$ cat config.mk
export PLATFORM = sky130hd
export DESIGN_NAME = wdog_rstctl
export DESIGN_NICKNAME = d
export VERILOG_FILES = /design/src/rtl/wdog_pkg.sv /design/src/rtl/wdog_dp.sv /design/src/rtl/wdog_ctrl.sv /design/src/rtl/wdog_rstctl.sv
export SDC_FILE = /design/constraint.sdc
export NUM_CORES = 1
export LEC_CHECK = 0
export ABC_AREA = 1
export ABC_CLOCK_PERIOD_IN_PS = 3100
export BUFFER_PORTS_ARGS = -buffer_cell sky130_fd_sc_hd__buf_2
export CORE_MARGIN = 2
export CORE_UTILIZATION = 35
export DETAILED_ROUTE_END_ITERATION = 10
export GPL_TIMING_DRIVEN = 0
export PLACE_DENSITY_LB_ADDON = 0.1
export SLEW_MARGIN = 20
export SYNTH_ARGS = -nofsm -noshare
export SYNTH_HDL_FRONTEND = slang
export SYNTH_HIERARCHICAL = 1
export SYNTH_SLANG_ARGS = --single-unit
$ cat constraint.sdc
create_clock -name clk -period 3.1 [get_ports clk]
set_input_delay 0.155 -clock clk [delete_from_list [all_inputs] [get_ports clk]]
set_output_delay 0.155 -clock clk [all_outputs]
set_load 0.01 [all_outputs]
$ cat src/rtl/wdog_pkg.sv
package wdog_pkg;
  localparam int CNT_W = 8;
  localparam int PULSE_LEN = 8;

  // Strobes from control to datapath
  typedef struct packed {
    logic hold;  // internal clear in progress
    logic load;  // software load of the counter
  } dpCtl_t;
endpackage

$ cat src/rtl/wdog_dp.sv
module wdog_dp
  import wdog_pkg::*;
#(
  parameter int W = CNT_W
) (
  input  logic         clk,
  input  logic         rstN,
  input  dpCtl_t       ctl,
  input  logic [W-1:0] loadVal,
  input  logic         cntEn,
  input  logic         tickIn,
  output logic [W-1:0] cnt,
  output logic         ovf
);
  localparam logic [W-1:0] TOP = '1;

  logic step;

  assign step = cntEn & tickIn & ~ctl.hold & ~ctl.load;
  assign ovf  = step & (cnt == TOP);

  always_ff @(posedge clk or negedge rstN) begin
    if (!rstN)         cnt <= '0;
    else if (ctl.hold) cnt <= '0;
    else if (ctl.load) cnt <= loadVal;
    else if (step)     cnt <= cnt + 1'b1;
  end

  AST_WRAP_ZERO: assert property (@(posedge clk) disable iff (!rstN)
    ovf |=> (cnt == '0));
  AST_LOAD_WINS: assert property (@(posedge clk) disable iff (!rstN)
    (ctl.load && !ctl.hold) |=> (cnt == $past(loadVal)));
  AST_HOLD_ZERO: assert property (@(posedge clk) disable iff (!rstN)
    ctl.hold |=> (cnt == '0));
endmodule

$ cat src/rtl/wdog_ctrl.sv
module wdog_ctrl
  import wdog_pkg::*;
#(
  parameter int W = CNT_W,
  parameter int PLEN = PULSE_LEN
) (
  input  logic         clk,
  input  logic         rstN,
  input  logic         wdMode,
  input  logic         ovf,
  input  logic         addr,
  input  logic         wrEn,
  input  logic         rdEn,
  input  logic [W-1:0] wrData,
  input  logic [W-1:0] cnt,
  output dpCtl_t       ctl,
  output logic [W-1:0] rdData,
  output logic         rstReq,
  output logic         irq
);
  localparam int FLAG_BIT  = 7;
  localparam int RSTEN_BIT = 6;
  localparam int SPARE_BIT = 5;
  localparam int PCW = $clog2(PLEN + 1);
  localparam logic [7:0] CSR_INIT = 8'h1F;

  logic           flag, armed, rstEn, spare, rstFire;
  logic [PCW-1:0] pulseCnt;
  logic           busy, setNow, clrNow, csrWr, csrRd;
  logic [7:0]     csrVal;

  assign busy   = (pulseCnt != '0);
  assign setNow = ovf & wdMode;
  assign csrWr  = wrEn & addr;
  assign csrRd  = rdEn & addr;
  assign clrNow = csrWr & ~wrData[FLAG_BIT] & armed & ~setNow;

  assign ctl.hold = busy;
  assign ctl.load = wrEn & ~addr;

  always_comb begin
    csrVal = CSR_INIT;
    csrVal[FLAG_BIT]  = flag;
    csrVal[RSTEN_BIT] = rstEn;
    csrVal[SPARE_BIT] = spare;
  end

  assign rdData = addr ? csrVal : cnt;
  assign rstReq = busy & rstFire;

  // Control/status byte: external reset only
  always_ff @(posedge clk or negedge rstN) begin
    if (!rstN) begin
      flag  <= CSR_INIT[FLAG_BIT];
      rstEn <= CSR_INIT[RSTEN_BIT];
      spare <= CSR_INIT[SPARE_BIT];
      armed <= 1'b0;
    end else begin
      if (setNow)      flag <= 1'b1;
      else if (clrNow) flag <= 1'b0;

      if (setNow || clrNow)   armed <= 1'b0;
      else if (csrRd && flag) armed <= 1'b1;

      if (csrWr) begin
        rstEn <= wrData[RSTEN_BIT];
        spare <= wrData[SPARE_BIT];
      end
    end
  end

  // Internal clear pulse and interval interrupt
  always_ff @(posedge clk or negedge rstN) begin
    if (!rstN) begin
      pulseCnt <= '0;
      rstFire  <= 1'b0;
      irq      <= 1'b0;
    end else begin
      irq <= ovf & ~wdMode;
      if (setNow) begin
        pulseCnt <= PCW'(PLEN);
        rstFire  <= rstEn;
      end else if (busy) begin
        pulseCnt <= pulseCnt - 1'b1;
      end
    end
  end

  AST_FLAG_NOT_INTERVAL: assert property (@(posedge clk) disable iff (!rstN)
    (ovf && !wdMode && !flag) |=> !flag);
  AST_FLAG_SET_WINS: assert property (@(posedge clk) disable iff (!rstN)
    (ovf && wdMode) |=> flag);
  AST_RST_ON: assert property (@(posedge clk) disable iff (!rstN)
    (ovf && wdMode && rstEn) |=> rstReq);
  AST_RST_OFF: assert property (@(posedge clk) disable iff (!rstN)
    (ovf && wdMode && !rstEn) |=> !rstReq);
  AST_IRQ_ON: assert property (@(posedge clk) disable iff (!rstN)
    (ovf && !wdMode) |=> irq);
  AST_IRQ_SINGLE: assert property (@(posedge clk) disable iff (!rstN)
    irq |=> !irq);
  AST_RO_ONES: assert property (@(posedge clk) disable iff (!rstN)
    addr |-> (rdData[4:0] == 5'h1F));
endmodule

$ cat src/rtl/wdog_rstctl.sv
module wdog_rstctl
  import wdog_pkg::*;
#(
  parameter int W = CNT_W,
  parameter int PLEN = PULSE_LEN
) (
  input  logic         clk,
  input  logic         extRstN,
  input  logic         wdMode,
  input  logic         cntEn,
  input  logic         tickIn,
  input  logic         addr,
  input  logic         wrEn,
  input  logic         rdEn,
  input  logic [W-1:0] wrData,
  output logic [W-1:0] rdData,
  output logic         rstReq,
  output logic         irq
);
  dpCtl_t       ctl;
  logic [W-1:0] cnt;
  logic         ovf;

  wdog_dp #(.W(W)) dp_i (
    .clk(clk), .rstN(extRstN), .ctl(ctl), .loadVal(wrData),
    .cntEn(cntEn), .tickIn(tickIn), .cnt(cnt), .ovf(ovf)
  );

  wdog_ctrl #(.W(W), .PLEN(PLEN)) ctrl_i (
    .clk(clk), .rstN(extRstN), .wdMode(wdMode), .ovf(ovf),
    .addr(addr), .wrEn(wrEn), .rdEn(rdEn), .wrData(wrData), .cnt(cnt),
    .ctl(ctl), .rdData(rdData), .rstReq(rstReq), .irq(irq)
  );
endmodule

# After elaboration in Yosys (flattened, before gate mapping)
# Cells that the tools add are included.
dict set report classes {
  n_reduce_logical 7
  add_sub_neg 2
  n_eq_ne 1
  n_bitwise 19
  n_mux 10
}
# operator n
set op_table {}
lappend op_table {{8-bit 2-to-1 mux} 4}
lappend op_table {{1-bit AND} 13}
lappend op_table {{8-bit by 1-bit adder with 8-bit output (second input constant)} 1}
lappend op_table {{8-bit equality test (second input constant)} 1}
lappend op_table {{4-bit 2-to-1 mux} 2}
lappend op_table {{1-bit inverter} 6}
lappend op_table {{2-bit nonzero test} 3}
lappend op_table {{1-bit 2-to-1 mux} 4}
lappend op_table {{4-bit nonzero test} 1}
lappend op_table {{4-bit by 1-bit subtractor with 4-bit output (second input constant)} 1}
lappend op_table {{3-bit nonzero test} 1}
lappend op_table {{1-bit logical AND} 1}
lappend op_table {{1-bit logical OR} 1}
dict set report totals {
  in_bits 16
  out_inout_bits 10
  wordCells 47
  reg_bits 18
}

# Longest topological paths before layout
dict set report depth {
  word_depth 10
  mapped_depth 10
}

# By module
# Netlist, hierarchy kept.
# mod area_per_inst_um2 n_inst seq_area_each_um2 cells_each
set modules_own_cells {}
lappend modules_own_cells {wdog_dp 613.1 1 200.2 87}
lappend modules_own_cells {wdog_ctrl 566.8 1 250.2 72}

# Worst setup path before layout
# OpenSTA, ideal clock, no wires.
dict set report synth_path {
  kind {register to register}
  startpoint {register ctrl_i.pulseCnt[0]}
  endpoint {register ctrl_i.pulseCnt[1]}
  arrival_time_ns 1.518
  n_path_buf 1
  stages_incl_launch_ff 11
  slack_ns 1.464
  setup_ns 0.118
  period_less_slack_ns 1.636
  path_cell_list {dfrtp_1 > inv_1 > ha_1 > nand3_2 > buf_4 > nor2_2 > nand2_1 > nor3_2 > nand2_2 > nand4_1 > nand2_1}
}
dict set report synth_via {
  elab_chain_cells 7
  word_cells_on_any_way 10
  cone_classes {add/sub (1); mux (2); bitwise (5); reduce/logical (2)}
}
# element line_no
set synth_rtl {}
lappend synth_rtl {{start, declared} wdog_ctrl.sv:28} ;# logic [PCW-1:0] pulseCnt;
lappend synth_rtl {{start signal, assigned} wdog_ctrl.sv:81} ;# pulseCnt <= PCW'(PLEN);
lappend synth_rtl {{start signal, assigned} wdog_ctrl.sv:84} ;# pulseCnt <= pulseCnt - 1'b1;
lappend synth_rtl {{4-bit nonzero test *} wdog_ctrl.sv:32} ;# assign busy = (pulseCnt != '0);
lappend synth_rtl {{net ctrl_i.busy} wdog_ctrl.sv:29} ;# logic busy, setNow, clrNow, csrWr, csrRd;
lappend synth_rtl {{1-bit inverter *} wdog_dp.sv:19} ;# assign step = cntEn & tickIn & ~ctl.hold & ~ctl.load;
lappend synth_rtl {{1-bit AND * (2 in series)} wdog_dp.sv:19}
lappend synth_rtl {{1-bit AND *} wdog_dp.sv:20} ;# assign ovf = step & (cnt == TOP);
lappend synth_rtl {{net ovf} wdog_rstctl.sv:22} ;# logic ovf;
lappend synth_rtl {{1-bit AND *} wdog_ctrl.sv:33} ;# assign setNow = ovf & wdMode;
lappend synth_rtl {{4-bit 2-to-1 mux or 2-bit nonzero test (tied branches)} -}
# Mark *: on every way through the listed nets, which the timed path passes. The rest lies on a longest branch. The select of a mux whose other input is x is not followed.
# A chain may end at the register's enable or synchronous reset.

# Worst setup path in the final report
# Same ends and word-level chain as after synthesis.

==> qor.yml <==
run_status:
  status: "finished clean"
detailed_routing:
  drtIter0Drc: 33
  wl_microns: 2620
  routedWlPerCell_microns: 11.1
  avgViaCountPerCell: 4.58
  vias: 1080
  firstDrtPassIters: 4
  drc: 0
  antenna_left: 0
sta:
  finalCritPeriodShare_pct: 59.0
  worst_slew_pin_slew_ns: 0.481
  rsz0062_at_grt: "false"
  max_freq_mhz: 547
  slew_violations: 0
  setup_viol_count_final: 0
  clock_skew_ns: 0.00679
  final.setup.worst_slack_ns: 1.27
  final_hold_viol_count: 0
  finalSetupTns_ns: 0
  period_minus_slack_ns: 1.83
  maxSlewHeadroom_pct: 67.8
synth:
  syn_area_sq_um: 1180
  syn-num-nets: 177
  synth-edff-count: 0
  synth_area_per_cell_sq_um: 7.42
  synth_cell_types: 28
  yosys_warnings: 6
  ys_seq_area_share_pct: 38.2
  synth_seq_cells: 18
  async_flop_share_pct: 100
  yosys_most_used_dff: "dfrtp_1"
  syn-instance-count: 159
pwr:
  cell_internal_pwr_mw: 0.490
  clkPwrFrac_pct: 18.3
  switching_share_pct: 40.4
  seq_power_share_pct: 41.0
  ir_drop_uv: 191
  power_density_nw_per_um2: 580
  comb_power_share_pct: 40.7
  switching_power_mw: 0.333
  leakage_nw: 0.726
placed_design:
  place_congestion: 0.816
  portBuffers: 25
  postPlaceCellArea_sq_um: 1360
  numPlacedInstances: 230
  place_worst_setup_slack_ns: 1.28
  dp_hpwl_microns: 1970
clock_network:
  cts-htree-levels: 1
  clock_latency_ns: 0.30
  ctsResizeCount: 0
  cts-root-buf: "clkbuf_4"
  clk_pin_slew_ns: 0.11
  postCtsHoldBufs: 1
  cts_tree: "yes"
  cts_buffers: 3
  cts_setup_buffers: 0
  clockBufferDepth: 2
  cts_num_sinks: 18
worst_setup_path:
  cp_max_fo: 10
  rr_worst_depth: 10
  worstPathArrival_ns: 2.03
  endpoint_kind: "flop"
  crit_required_ns: 3.30
  criticalPathCategory: "reg2reg"
  critPathLaunchType: "flop"
die:
  dieArea_sq_um: 3850
  boundaryPins: 26
  initial_utilization_pct: 35.9
  die_h_microns: 62.1
  die_w_microns: 62.1
  core-area_sq_um: 3280
  row_count: 21
finish:
  syn2layout_area_growth_pct: 20.3
  finalNetCount: 209
  finalNonFillerCells: 236
  final_cell_area_sq_um: 1420
  drive_gt1_share_pct: 28.4
  diodes: 0
  final_util_pct: 43.2
hold_path:
  whs_path_depth: 3
  hold_class: "in2reg"
grt:
  grt_pass1_wl_microns: 4510
  grt.overflow.total: 0
  grt_pass1_vias: 1001
  use_met1_pct: 21.4
  grt.total_usage_pct: 16.3
  antenna_found_initial: 0
  top_usage_layer: "met2"
  use_met3_pct: 3.31
  grt_max_degree: 19
  gr-usage-met2_pct: 25.6
job:
  drv_cap: 0
[cell usage in the layout (no fill, tap or decap), types with 3 or more instances in the layout]
cell | netlist | routed
nor2_1 | 11 | 11
inv_1 | 18 | 18
inv_2 | 3 | 3
nand2_1 | 47 | 47
clkbuf_4 | 0 | 3
o21ai_1 | 6 | 6
or2_1 | 6 | 6
nand4_1 | 5 | 5
nor2_2 | 9 | 9
buf_2 | 0 | 25
nand3_1 | 12 | 12
dfrtp_1 | 18 | 18
[registers in the layout, summed over array words and instances, names as in the netlist]
signal	count
dp_i/cnt	8
ctrl_i/pulseCnt	4
ctrl_i/rstFire	1
ctrl_i/irq	1
ctrl_i/rstEn	1
ctrl_i/flag	1
ctrl_i/armed	1
ctrl_i/spare	1
[power groups by stage]
stage | combinational [mW] | sequential, mW | clock, mW
5_1_grt | 0.383 | 0.348 | 0.177
3_5_place_dp | 0.337 | 0.342 | 0
6_report | 0.335 | 0.337 | 0.151
2_1_floorplan | 0.261 | 0.327 | 0
3_3_place_gp | 0.330 | 0.339 | 0
4_1_cts | 0.340 | 0.337 | 0.160
[worst max-delay path, cell delays in order, from the launching register on]
cell     delay [ns]
dfrtp_1        0.42
inv_1          0.08
ha_1           0.18
nand3_2        0.11
buf_4          0.16
nor2_2         0.14
nand2_1        0.08
nor3_2         0.21
nand2_2        0.16
nand4_1        0.13
nand2_1        0.06
[cells in the mapped netlist, types with 3 or more instances]
master	count	share of area [%]
nand2_1	47	15
dfrtp_1	18	38
inv_1	18	5.7
nand3_1	12	5.1
nor2_1	11	3.5
nor2_2	9	4.8
o21ai_1	6	2.5
or2_1	6	3.2
nand4_1	5	2.7
inv_2	3	0.95
[through the flow]
step           hold slack (ns)  power [mW]
3_5_place_dp             0.126       0.679
2_1_floorplan           -0.141       0.588
6_report                0.0898       0.823
5_1_grt                 0.0988       0.907
3_3_place_gp             0.123       0.668
4_1_cts                0.00285       0.837
[routing by layer]
metal	routed length, microns	vias to the layer above	part of all wire, %
met5	0	-	0
met4	51	0	1.9
met3	109	5	4.2
met2	1200	22	46
met1	1260	490	48
li1	-	563	-
[logic make-up (layout without fill, tap and decap cells)]
kind of cell | after synthesis | count (layout) | synth area share, %
flops | 18 | 18 | 38.2
compound gates | 14 | 14 | 7.42
buf+inv | 24 | 55 | 9.23
fa+ha+maj | 2 | 2 | 2.12
mux | 1 | 1 | 0.848
simple gates | 100 | 100 | 42.2
[path summary, 6_finish.rpt]
check | startpoint | to | slack [ns]
setup / recovery | ctrl_i/pulseCnt[0] | ctrl_i/pulseCnt[1] | 1.27
hold / removal | wrData[5] | ctrl_i/spare | 0.09
setup reg to reg | ctrl_i/pulseCnt[0] | ctrl_i/pulseCnt[1] | 1.27
hold reg to reg | ctrl_i/spare | ctrl_i/spare | 0.48
max in group asynchronous | extRstN | ctrl_i/irq | 2.49
min in group asynchronous | extRstN | ctrl_i/rstEn | 0.30
[layout make-up]
| cell class | count | area (sq um) |
|---|---|---|
| Buffer | 3 | 30.0 |
| Tap cell | 46 | 57.6 |
| Sequential cell | 18 | 450 |
| Fill cell | 347 | 1870 |
| Multi-Input combinational cell | 117 | 621 |
| Timing Repair Buffer | 27 | 145 |
| Clock buffer | 4 | 36.3 |
| Inverter | 21 | 78.8 |
Note: power is estimated with default switching activity, not from simulation.
